**config.mk**
```make
export PLATFORM = sky130hd
export DESIGN_NAME = onewire_master
export DESIGN_NICKNAME = d
export VERILOG_FILES = /design/src/rtl/onewire_pkg.sv /design/src/rtl/onewire_ctrl.sv /design/src/rtl/onewire_dp.sv /design/src/rtl/onewire_master.sv
export SDC_FILE = /design/constraint.sdc
export NUM_CORES = 1
export LEC_CHECK = 0
export BUFFER_PORTS_ARGS = -buffer_cell sky130_fd_sc_hd__buf_2
export CAP_MARGIN = 10
export CORE_MARGIN = 8
export CORE_UTILIZATION = 59
export CTS_BUF_LIST = sky130_fd_sc_hd__clkbuf_16
export CTS_CLUSTER_DIAMETER = 200
export DETAILED_ROUTE_END_ITERATION = 8
export GPL_TIMING_DRIVEN = 0
export MAX_ROUTING_LAYER = met4
export PLACE_DENSITY = 0.8
export RECOVER_POWER = 50
export SLEW_MARGIN = 20
export SYNTH_ARGS = -nofsm -noshare
export SYNTH_HDL_FRONTEND = slang
export SYNTH_SLANG_ARGS = --single-unit
```
**constraint.sdc**
```tcl
create_clock -name clk -period 2.7 [get_ports clk]
set_input_delay 0.54 -clock clk [delete_from_list [all_inputs] [get_ports clk]]
set_output_delay 0.54 -clock clk [all_outputs]
set_load 0.005 [all_outputs]
```
**src/rtl/onewire_pkg.sv**
```systemverilog
package onewire_pkg;

  // Register byte offsets. Software depends on these.
  localparam logic [2:0] ADDR_CTRL = 3'd0;
  localparam logic [2:0] ADDR_DIV  = 3'd2;
  localparam logic [2:0] ADDR_HOLD = 3'd4;

  // Control register bit positions
  localparam int BIT_RST  = 7;
  localparam int BIT_PRES = 6;
  localparam int BIT_W0   = 5;
  localparam int BIT_W1   = 4;
  localparam int BIT_RD   = 3;

  typedef enum logic [1:0] {
    OP_NONE  = 2'd0,
    OP_RESET = 2'd1,
    OP_W0    = 2'd2,
    OP_W1    = 2'd3
  } op_e;

  // Strobes from the sequencer to the datapath
  typedef struct packed {
    logic start;
    op_e  kind;
    logic capPres;
    logic capRead;
    logic finish;
  } strobe_t;

endpackage

```
**src/rtl/onewire_ctrl.sv**
```systemverilog
module onewire_ctrl
  import onewire_pkg::*;
#(
  parameter int RST_LOW_US   = 511,
  parameter int RST_WAIT_US  = 512,
  parameter int PRES_US      = 70,
  parameter int W0_LOW_US    = 60,
  parameter int W1_LOW_US    = 5,
  parameter int RD_SAMPLE_US = 15,
  parameter int SLOT_US      = 65,
  parameter int US_W         = 10
) (
  input  logic            clk,
  input  logic            rstN,
  input  logic [2:0]      cmdReq,
  input  logic            holdNow,
  input  logic            tick,
  input  logic [US_W-1:0] usCnt,
  output strobe_t         stb,
  output logic            lineDriveLow
);

  localparam int RST_TOTAL = RST_LOW_US + RST_WAIT_US;

  op_e             state;
  logic [US_W-1:0] endAt;
  logic [US_W-1:0] lowFor;
  logic [US_W-1:0] sampAt;
  logic            lastUs;
  logic            sampUs;

  // Per-sequence timing limits, in microseconds
  always_comb begin
    endAt  = '0;
    lowFor = '0;
    sampAt = '0;
    case (state)
      OP_RESET: begin
        endAt  = US_W'(RST_TOTAL);
        lowFor = US_W'(RST_LOW_US);
        sampAt = US_W'(RST_LOW_US + PRES_US);
      end
      OP_W0: begin
        endAt  = US_W'(SLOT_US);
        lowFor = US_W'(W0_LOW_US);
      end
      OP_W1: begin
        endAt  = US_W'(SLOT_US);
        lowFor = US_W'(W1_LOW_US);
        sampAt = US_W'(RD_SAMPLE_US);
      end
      default: ;
    endcase
  end

  assign lastUs = tick && (usCnt == endAt - US_W'(1));
  assign sampUs = tick && (usCnt == sampAt - US_W'(1));

  always_comb begin
    stb = '0;
    if (state == OP_NONE) begin
      if (cmdReq[2]) begin
        stb.start = 1'b1;
        stb.kind  = OP_RESET;
      end else if (cmdReq[1]) begin
        stb.start = 1'b1;
        stb.kind  = OP_W0;
      end else if (cmdReq[0]) begin
        stb.start = 1'b1;
        stb.kind  = OP_W1;
      end
    end else begin
      stb.finish  = lastUs;
      stb.capPres = (state == OP_RESET) && sampUs;
      stb.capRead = (state == OP_W1) && sampUs;
    end
  end

  assign lineDriveLow = (state != OP_NONE) && (usCnt < lowFor);

  always_ff @(posedge clk or negedge rstN) begin
    if (!rstN) state <= OP_NONE;
    else if (holdNow) state <= OP_NONE;
    else if (stb.start) state <= stb.kind;
    else if (stb.finish) state <= OP_NONE;
  end

endmodule

```
**src/rtl/onewire_dp.sv**
```systemverilog
module onewire_dp
  import onewire_pkg::*;
#(
  parameter int DIV_W = 8,
  parameter int US_W  = 10
) (
  input  logic            clk,
  input  logic            rstN,
  input  logic [2:0]      regAddr,
  input  logic            regWrEn,
  input  logic [7:0]      regWrData,
  output logic [7:0]      regRdData,
  input  logic            lineIn,
  input  strobe_t         stb,
  output logic            tick,
  output logic [US_W-1:0] usCnt,
  output logic [2:0]      cmdReq,
  output logic            holdNow,
  output logic [2:0]      cmdBits,
  output logic            holdOn,
  output logic            presBit,
  output logic            rdBit
);

  logic             wrCtrl;
  logic             wrDiv;
  logic             wrHold;
  logic [DIV_W-1:0] divReg;
  logic [DIV_W-1:0] preCnt;
  logic [1:0]       lineSync;
  logic             busy;

  assign wrCtrl  = regWrEn && (regAddr == ADDR_CTRL);
  assign wrDiv   = regWrEn && (regAddr == ADDR_DIV);
  assign wrHold  = regWrEn && (regAddr == ADDR_HOLD);
  assign holdNow = holdOn || (wrHold && regWrData[0]);
  assign busy    = |cmdBits;
  assign cmdReq  = (wrCtrl && !holdNow)
                   ? {regWrData[BIT_RST], regWrData[BIT_W0], regWrData[BIT_W1]}
                   : 3'b000;
  assign tick    = busy && (preCnt == divReg);

  always_ff @(posedge clk or negedge rstN) begin
    if (!rstN) begin
      holdOn <= 1'b0;
      divReg <= '0;
    end else begin
      if (wrHold) holdOn <= regWrData[0];
      if (wrDiv) divReg <= regWrData[DIV_W-1:0];
    end
  end

  // Prescaler and microsecond counter, both restarted at each sequence
  always_ff @(posedge clk or negedge rstN) begin
    if (!rstN) begin
      preCnt <= '0;
      usCnt  <= '0;
    end else if (holdNow || stb.start) begin
      preCnt <= '0;
      usCnt  <= '0;
    end else if (busy) begin
      preCnt <= tick ? '0 : preCnt + DIV_W'(1);
      if (tick) usCnt <= usCnt + US_W'(1);
    end
  end

  // Line synchronizer, idle level is high
  always_ff @(posedge clk or negedge rstN) begin
    if (!rstN) lineSync <= 2'b11;
    else lineSync <= {lineSync[0], lineIn};
  end

  // Command and status bits
  always_ff @(posedge clk or negedge rstN) begin
    if (!rstN) begin
      cmdBits <= '0;
      presBit <= 1'b0;
      rdBit   <= 1'b0;
    end else if (holdNow) begin
      cmdBits <= '0;
      presBit <= 1'b0;
      rdBit   <= 1'b0;
    end else if (stb.start) begin
      cmdBits <= {stb.kind == OP_RESET, stb.kind == OP_W0, stb.kind == OP_W1};
      if (stb.kind == OP_RESET) presBit <= 1'b0;
      if (stb.kind == OP_W1) rdBit <= 1'b0;
    end else begin
      if (stb.finish) cmdBits <= '0;
      if (stb.capPres) presBit <= !lineSync[1];
      if (stb.capRead) rdBit <= lineSync[1];
    end
  end

  always_comb begin
    regRdData = '0;
    case (regAddr)
      ADDR_CTRL: begin
        regRdData[BIT_RST]  = cmdBits[2];
        regRdData[BIT_PRES] = presBit;
        regRdData[BIT_W0]   = cmdBits[1];
        regRdData[BIT_W1]   = cmdBits[0];
        regRdData[BIT_RD]   = rdBit;
      end
      ADDR_DIV:  regRdData[DIV_W-1:0] = divReg;
      ADDR_HOLD: regRdData[0] = holdOn;
      default: ;
    endcase
  end

endmodule

```
**src/rtl/onewire_master.sv**
```systemverilog
module onewire_master
  import onewire_pkg::*;
#(
  parameter int DIV_W        = 8,
  parameter int RST_LOW_US   = 511,
  parameter int RST_WAIT_US  = 512,
  parameter int PRES_US      = 70,
  parameter int W0_LOW_US    = 60,
  parameter int W1_LOW_US    = 5,
  parameter int RD_SAMPLE_US = 15,
  parameter int SLOT_US      = 65
) (
  input  logic       clk,
  input  logic       rstN,
  input  logic [2:0] regAddr,
  input  logic       regWrEn,
  input  logic [7:0] regWrData,
  output logic [7:0] regRdData,
  input  logic       lineIn,
  output logic       lineDriveLow
);

  localparam int RST_TOTAL = RST_LOW_US + RST_WAIT_US;
  localparam int MAX_US    = (RST_TOTAL > SLOT_US) ? RST_TOTAL : SLOT_US;
  localparam int US_W      = $clog2(MAX_US + 1);

  strobe_t         stb;
  logic            tick;
  logic [US_W-1:0] usCnt;
  logic [2:0]      cmdReq;
  logic            holdNow;
  logic [2:0]      cmdBits;
  logic            holdOn;
  logic            presBit;
  logic            rdBit;

  onewire_ctrl #(
    .RST_LOW_US(RST_LOW_US), .RST_WAIT_US(RST_WAIT_US), .PRES_US(PRES_US),
    .W0_LOW_US(W0_LOW_US), .W1_LOW_US(W1_LOW_US), .RD_SAMPLE_US(RD_SAMPLE_US),
    .SLOT_US(SLOT_US), .US_W(US_W)
  ) u_ctrl (
    .clk(clk), .rstN(rstN), .cmdReq(cmdReq), .holdNow(holdNow), .tick(tick),
    .usCnt(usCnt), .stb(stb), .lineDriveLow(lineDriveLow)
  );

  onewire_dp #(.DIV_W(DIV_W), .US_W(US_W)) u_dp (
    .clk(clk), .rstN(rstN), .regAddr(regAddr), .regWrEn(regWrEn),
    .regWrData(regWrData), .regRdData(regRdData), .lineIn(lineIn), .stb(stb),
    .tick(tick), .usCnt(usCnt), .cmdReq(cmdReq), .holdNow(holdNow),
    .cmdBits(cmdBits), .holdOn(holdOn), .presBit(presBit), .rdBit(rdBit)
  );

endmodule

```
* Word level (Yosys, flattened, before mapping) *
Cells that the tools add are included.

storage, ports and cells
  logic and storage cells = 87
  output and inout port bits = 9
  flip-flop bits (word level) = 36

cells by class
  equality and inequality tests = 13
  add/sub/neg operators = 4
  multiplexer cells = 32
  reduce and logical (&&, ||, !) cells = 28
  magnitude comparators = 1

operators by type and width
  kind                                                                   count
  10-bit one-hot mux with 2 select lines                                 2
  10-bit two-way mux                                                     3
  3-bit two-way mux                                                      9
  9-bit one-hot mux with 3 select lines                                  1
  8-bit two-way mux                                                      3
  10-bit == test                                                         2
  10-bit by 1-bit subtractor with 10-bit output (second input constant)  2
  1-bit logical AND                                                      11
  10-bit by 1-bit adder with 10-bit output (second input constant)       1
  10-bit by 9-bit less-than comparator with 1-bit output                 1
  5-bit one-hot mux with 2 select lines                                  1
  3-bit nonzero test                                                     3
  8-bit by 1-bit adder with 8-bit output (second input constant)         1
  2-bit == test (second input constant)                                  4
  8-bit == test                                                          1
  1-bit two-way mux                                                      8
  2-bit two-way mux                                                      4
  3-bit inequality test (second input constant)                          2
  2-bit AND reduction                                                    3
  2-bit nonzero test                                                     3
  2-bit by 1-bit == test with 1-bit output (second input constant)       2
  3-bit by 2-bit == test with 1-bit output (second input constant)       1
  3-bit == test (second input constant)                                  1
  3-bit zero test                                                        1
  other kinds (6)                                                        8

* Depth between registers and ports, before layout *
  depth after elaboration = 15
  depth in mapped cells = 9

* By module *
A second synthesis with hierarchy kept.

unflattened totals
  cell total of the unflattened synthesis = 269
  area total of the unflattened synthesis = 2,640.0 um^2

modules (own cells, without submodules)
  module        area each (um^2)  cells an instance  instances
  onewire_dp    2,026.9           189                1
  onewire_ctrl  613.1             80                 1

* Worst setup path before layout *
No wires, ideal clock.

  path kind = register to output
  start point = register u_ctrl.state[1]
  end point = output port lineDriveLow
  data arrival time = 1.860 ns
  cell stages (with the launch flop) = 9
  path slack = 0.300 ns
  cell sequence = dfrtp_1 -> inv_1 -> ha_1 -> inv_1 -> ha_1 -> a21o_1 -> a2111oi_0 -> nand2_1 -> nor2_1

between the ends
  cells in the longest elaborated chain, start to end = 4
  elaborated cells on any way between the ends = 7
  those cells by class = 1 x order compare; 3 x eq/ne; 1 x mux; 2 x reduce/logical

RTL lines
  what                                                                       line                  text
  start: declaration                                                         onewire_ctrl.sv:25    op_e state;
  start signal: assignment                                                   onewire_ctrl.sv:84    else if (stb.start) state <= stb.kind;
  2-bit == test or 2-bit by 1-bit == test with 1-bit output (tied branches)  onewire_ctrl.sv:37    case (state)
  9-bit one-hot mux with 3 select lines                                      onewire_ctrl.sv:37
  10-bit by 9-bit less-than comparator with 1-bit output                     onewire_ctrl.sv:79    assign lineDriveLow = (state != OP_NONE) && (usCnt < lowFor);
  1-bit logical AND (*)                                                      onewire_ctrl.sv:79
  end: declaration                                                           onewire_master.sv:20  output logic lineDriveLow

Mark *: on every way between the ends. The rest lies on a longest branch, timed or not.

* Worst setup path after layout *
  start point = register u_ctrl.state[0]
  end point = output port lineDriveLow

The elaborated chain is that of the path after synthesis.

==> insert_results.sql <==
INSERT INTO impl_metrics (metric_group, metric, value, unit) VALUES
('yosys', 'ys_seq_elements', '36', ''),
('timing', 'worst_clock_skew', '0.00596', 'ns'),
('placement', 'io_buffer_count', '22', ''),
('worst_setup_path', 'timing.setup.critical_path_class', 'flop to output port', ''),
('clock_tree', 'tritoncts', 'yes', ''),
('yosys', 'synth_top_area_share', '37.0', '%'),
('yosys', 'mappedNetlistArea', '0.00230', 'mm^2'),
('min_path', 'worstHoldPathType', 'input port to flop', ''),
('status', 'status', 'complete, but fails checks', ''),
('worst_setup_path', 'critPathMaxFanout', '5', ''),
('timing', 'max_freq', '391', 'MHz'),
('placement', 'post_dp_cell_area', '0.00247', 'mm^2'),
('clock_tree', 'tritoncts.num_buffers', '5', ''),
('global_route', 'grt_max_degree', '37', ''),
('yosys', 'post-synth-top-count-cell', 'sky130_fd_sc_hd__dfrtp_1', ''),
('clock_tree', 'clk_pin_slew_worst_paths', '0.05', 'ns'),
('yosys', 'synth.top_cells.by_area', 'sky130_fd_sc_hd__dfrtp_1, sky130_fd_sc_hd__ha_1, sky130_fd_sc_hd__mux2_2', ''),
('clock_tree', 'ctsHtreeMaxLevel', '2', ''),
('yosys', 'synth_top_cell_by_area', 'sky130_fd_sc_hd__dfrtp_1', ''),
('yosys', 'synthTopCellsByCount', 'sky130_fd_sc_hd__dfrtp_1, sky130_fd_sc_hd__nor2_1, sky130_fd_sc_hd__nand2_1', ''),
('final_layout', 'post_route_cells_drive_above_1_share', '21.3', '%'),
('yosys', 'syn_inst', '239', ''),
('clock_tree', 'ctsRootBufferMaster', 'sky130_fd_sc_hd__clkbuf_16', ''),
('run', 'count_of_maximum_capacitance_violations', '1', ''),
('detailed_routing', 'post_drt_wl_per_cell', '16.0', 'um'),
('yosys', 'postSynthNetCount', '270', ''),
('worst_setup_path', 'critPathSlowestCell', 'sky130_fd_sc_hd__dfrtp_2', ''),
('detailed_routing', 'dr.pass1.iters', '4', ''),
('clock_tree', 'cts_hold_buf', '0', ''),
('worst_setup_path', 'endpoint_kind', 'output port', ''),
('detailed_routing', 'first_iter_violations', '117', ''),
('global_route', 'number_of_global_route_vias_before_repair', '1838', ''),
('worst_setup_path', 'critical_path.n_buffers_inverters', '2', ''),
('placement', 'dpl.hpwl', '3780', 'um'),
('global_route', 'grt.total_usage', '18.4', '%'),
('detailed_routing', 'ant_nets', '0', ''),
('final_layout', 'flow.area_growth_from_synthesis', '16.3', '%'),
('worst_setup_path', 'rrSetupSlack', '0.35', 'ns'),
('timing', 'drv_slew', '37', ''),
('worst_setup_path', 'crit_required', '2.16', 'ns'),
('detailed_routing', 'route.final.wire_length', '5130', 'um'),
('pwr', 'worst_ir_drop_on_vdd', '334', 'uV'),
('worst_setup_path', 'start_kind', 'flop', ''),
('placement', 'gpl.final_weighted_congestion', '0.894', ''),
('global_route', 'first_pass_grt_wire_length', '8840', 'um'),
('worst_setup_path', 'critPathMostFrequentCell', 'sky130_fd_sc_hd__ha_4', ''),
('final_layout', 'final_nets', '302', ''),
('yosys', 'synth_cell_type_count', '50', ''),
('floorplanning', 'die_width', '78.4', 'um'),
('detailed_routing', 'drc_errors', '0', ''),
('timing', 'post_route_minimum_period', '2.56', 'ns'),
('floorplanning', 'placeableCoreArea', '0.00372', 'mm^2'),
('floorplanning', 'initial_utilization', '61.8', '%'),
('final_layout', 'final_core_utilization', '71.9', '%'),
('detailed_routing', 'drt-vias-per-instance', '5.93', ''),
('final_layout', 'layout.area.seq', '905', 'um^2'),
('timing', 'timing.slew.headroom', '-25.0', '%'),
('floorplanning', 'top_level_ports', '24', ''),
('clock_tree', 'clk_latency', '0.28', 'ns'),
('yosys', 'portion_of_the_post_synthesis_area_used_by_sequential_elements', '39.3', '%'),
('timing', 'final.period_utilization', '94.8', '%'),
('yosys', 'number_of_enable_flip_flop_cells_after_synthesis', '0', ''),
('final_layout', 'multi_input_area', '0.00136', 'mm^2'),
('detailed_routing', 'vias', '1898', ''),
('timing', 'worstMarginPinSlew', '1.87', 'ns'),
('timing', 'finalSetupTns', '0', 'ns'),
('status', 'violations_in_the_final_reports', 'max-capacitance violations, max-slew violations', ''),
('yosys', 'synthesis.area_per_instance', '9.61', 'um^2'),
('final_layout', 'n_fill_cell', '304', ''),
('worst_setup_path', 'worstPathArrival', '2.02', 'ns'),
('clock_tree', 'numClockSinks', '36', '');
[power by group]
part           internal (W)  switching [W]
Sequential         0.000579      0.0000405
Combinational      0.000111       0.000147
Clock              0.000335       0.000217
[layout make-up]
cell class	count	share of cell area, %
clock buffers	5	4.68
well taps	48	2.25
flip-flops and latches	36	33.8
repair buffers	25	4.87
multi-input cells	185	50.9
plain buffers	7	1.31
inverters	11	1.54
clock inverters	3	0.562
[per-layer routing]
| layer | vias to the layer above | global-route usage, % | part of all wire (%) |
|---|---|---|---|
| met1 | 927 | 23.4 | 48 |
| met5 | - | - | 0 |
| met3 | 6 | 4.10 | 2.9 |
| li1 | 927 | - | - |
| met4 | 0 | 5.74 | 1.3 |
| met2 | 38 | 28.4 | 48 |
[worst paths after layout]
check | end | cells after the start | start
worst min-delay path | u_dp.lineSync[0]$_DFF_PN1_ | 1 | lineIn
worst min register to register | u_dp.lineSync[1]$_DFF_PN1_ | 0 | u_dp.lineSync[0]$_DFF_PN1_
worst max register to register | u_dp.cmdBits[1]$_DFFE_PN0P_ | 8 | u_ctrl.state[0]$_DFFE_PN0P_
min in group asynchronous | u_dp.usCnt[6]$_DFFE_PN0P_ | 1 | rstN
worst max-delay path | lineDriveLow | 8 | u_ctrl.state[0]$_DFFE_PN0P_
max in group asynchronous | u_ctrl.state[0]$_DFFE_PN0P_ | 1 | rstN
[cell usage in the layout (no fill, tap or decap), types with 10 or more instances in the layout]
master and n:
sky130_fd_sc_hd__a21oi_1 11, sky130_fd_sc_hd__buf_2 21, sky130_fd_sc_hd__dfrtp_1 33, sky130_fd_sc_hd__ha_1 14
sky130_fd_sc_hd__inv_1 10, sky130_fd_sc_hd__mux2_2 10, sky130_fd_sc_hd__nand2_1 21, sky130_fd_sc_hd__nor2_1 22
sky130_fd_sc_hd__xor2_1 12
[cell families (layout without fill, tap and decap cells)]
family	Yosys count	after routing	synth area share, %
compound gates	43	43	12.6
xor+xnor	16	16	6.10
fa+ha+maj	16	16	8.71
buf+inv	18	51	3.32
flops	36	36	39.3
mux	17	17	7.95
simple gates	93	93	22.0
[registers in the layout (all words and copies together) (netlist names)]
| register | flops |
|---|---|
| u_dp.preCnt | 8 |
| u_dp.cmdBits | 3 |
| u_dp.holdOn | 1 |
| u_dp.usCnt | 10 |
| u_dp.divReg | 8 |
| u_ctrl.state | 2 |
| u_dp.presBit | 1 |
| u_dp.lineSync | 2 |
| u_dp.rdBit | 1 |
[metrics by stage]
step	instances	total power, W	setup WS [ns]	hold slack [ns]
2_1_floorplan	239	0.000791	0.300	0.244
3_3_place_gp	309	0.000862	0.0357	0.350
3_5_place_dp	309	0.000872	0.0421	0.352
4_1_cts	319	0.00143	0.0137	0.355
5_1_grt	320	0.00149	0.00186	0.357
6_report	320	0.00143	0.140	0.358
[timing repair]
item | CTS | global route
pin swaps | 0 | 1
setup buffers | 2 | 1
endpoints found under the setup margin | 1 | 1
endpoints found under the hold margin | 0 | 0
resized for setup | 6 | 4
Power figures use the tool's default switching activity.
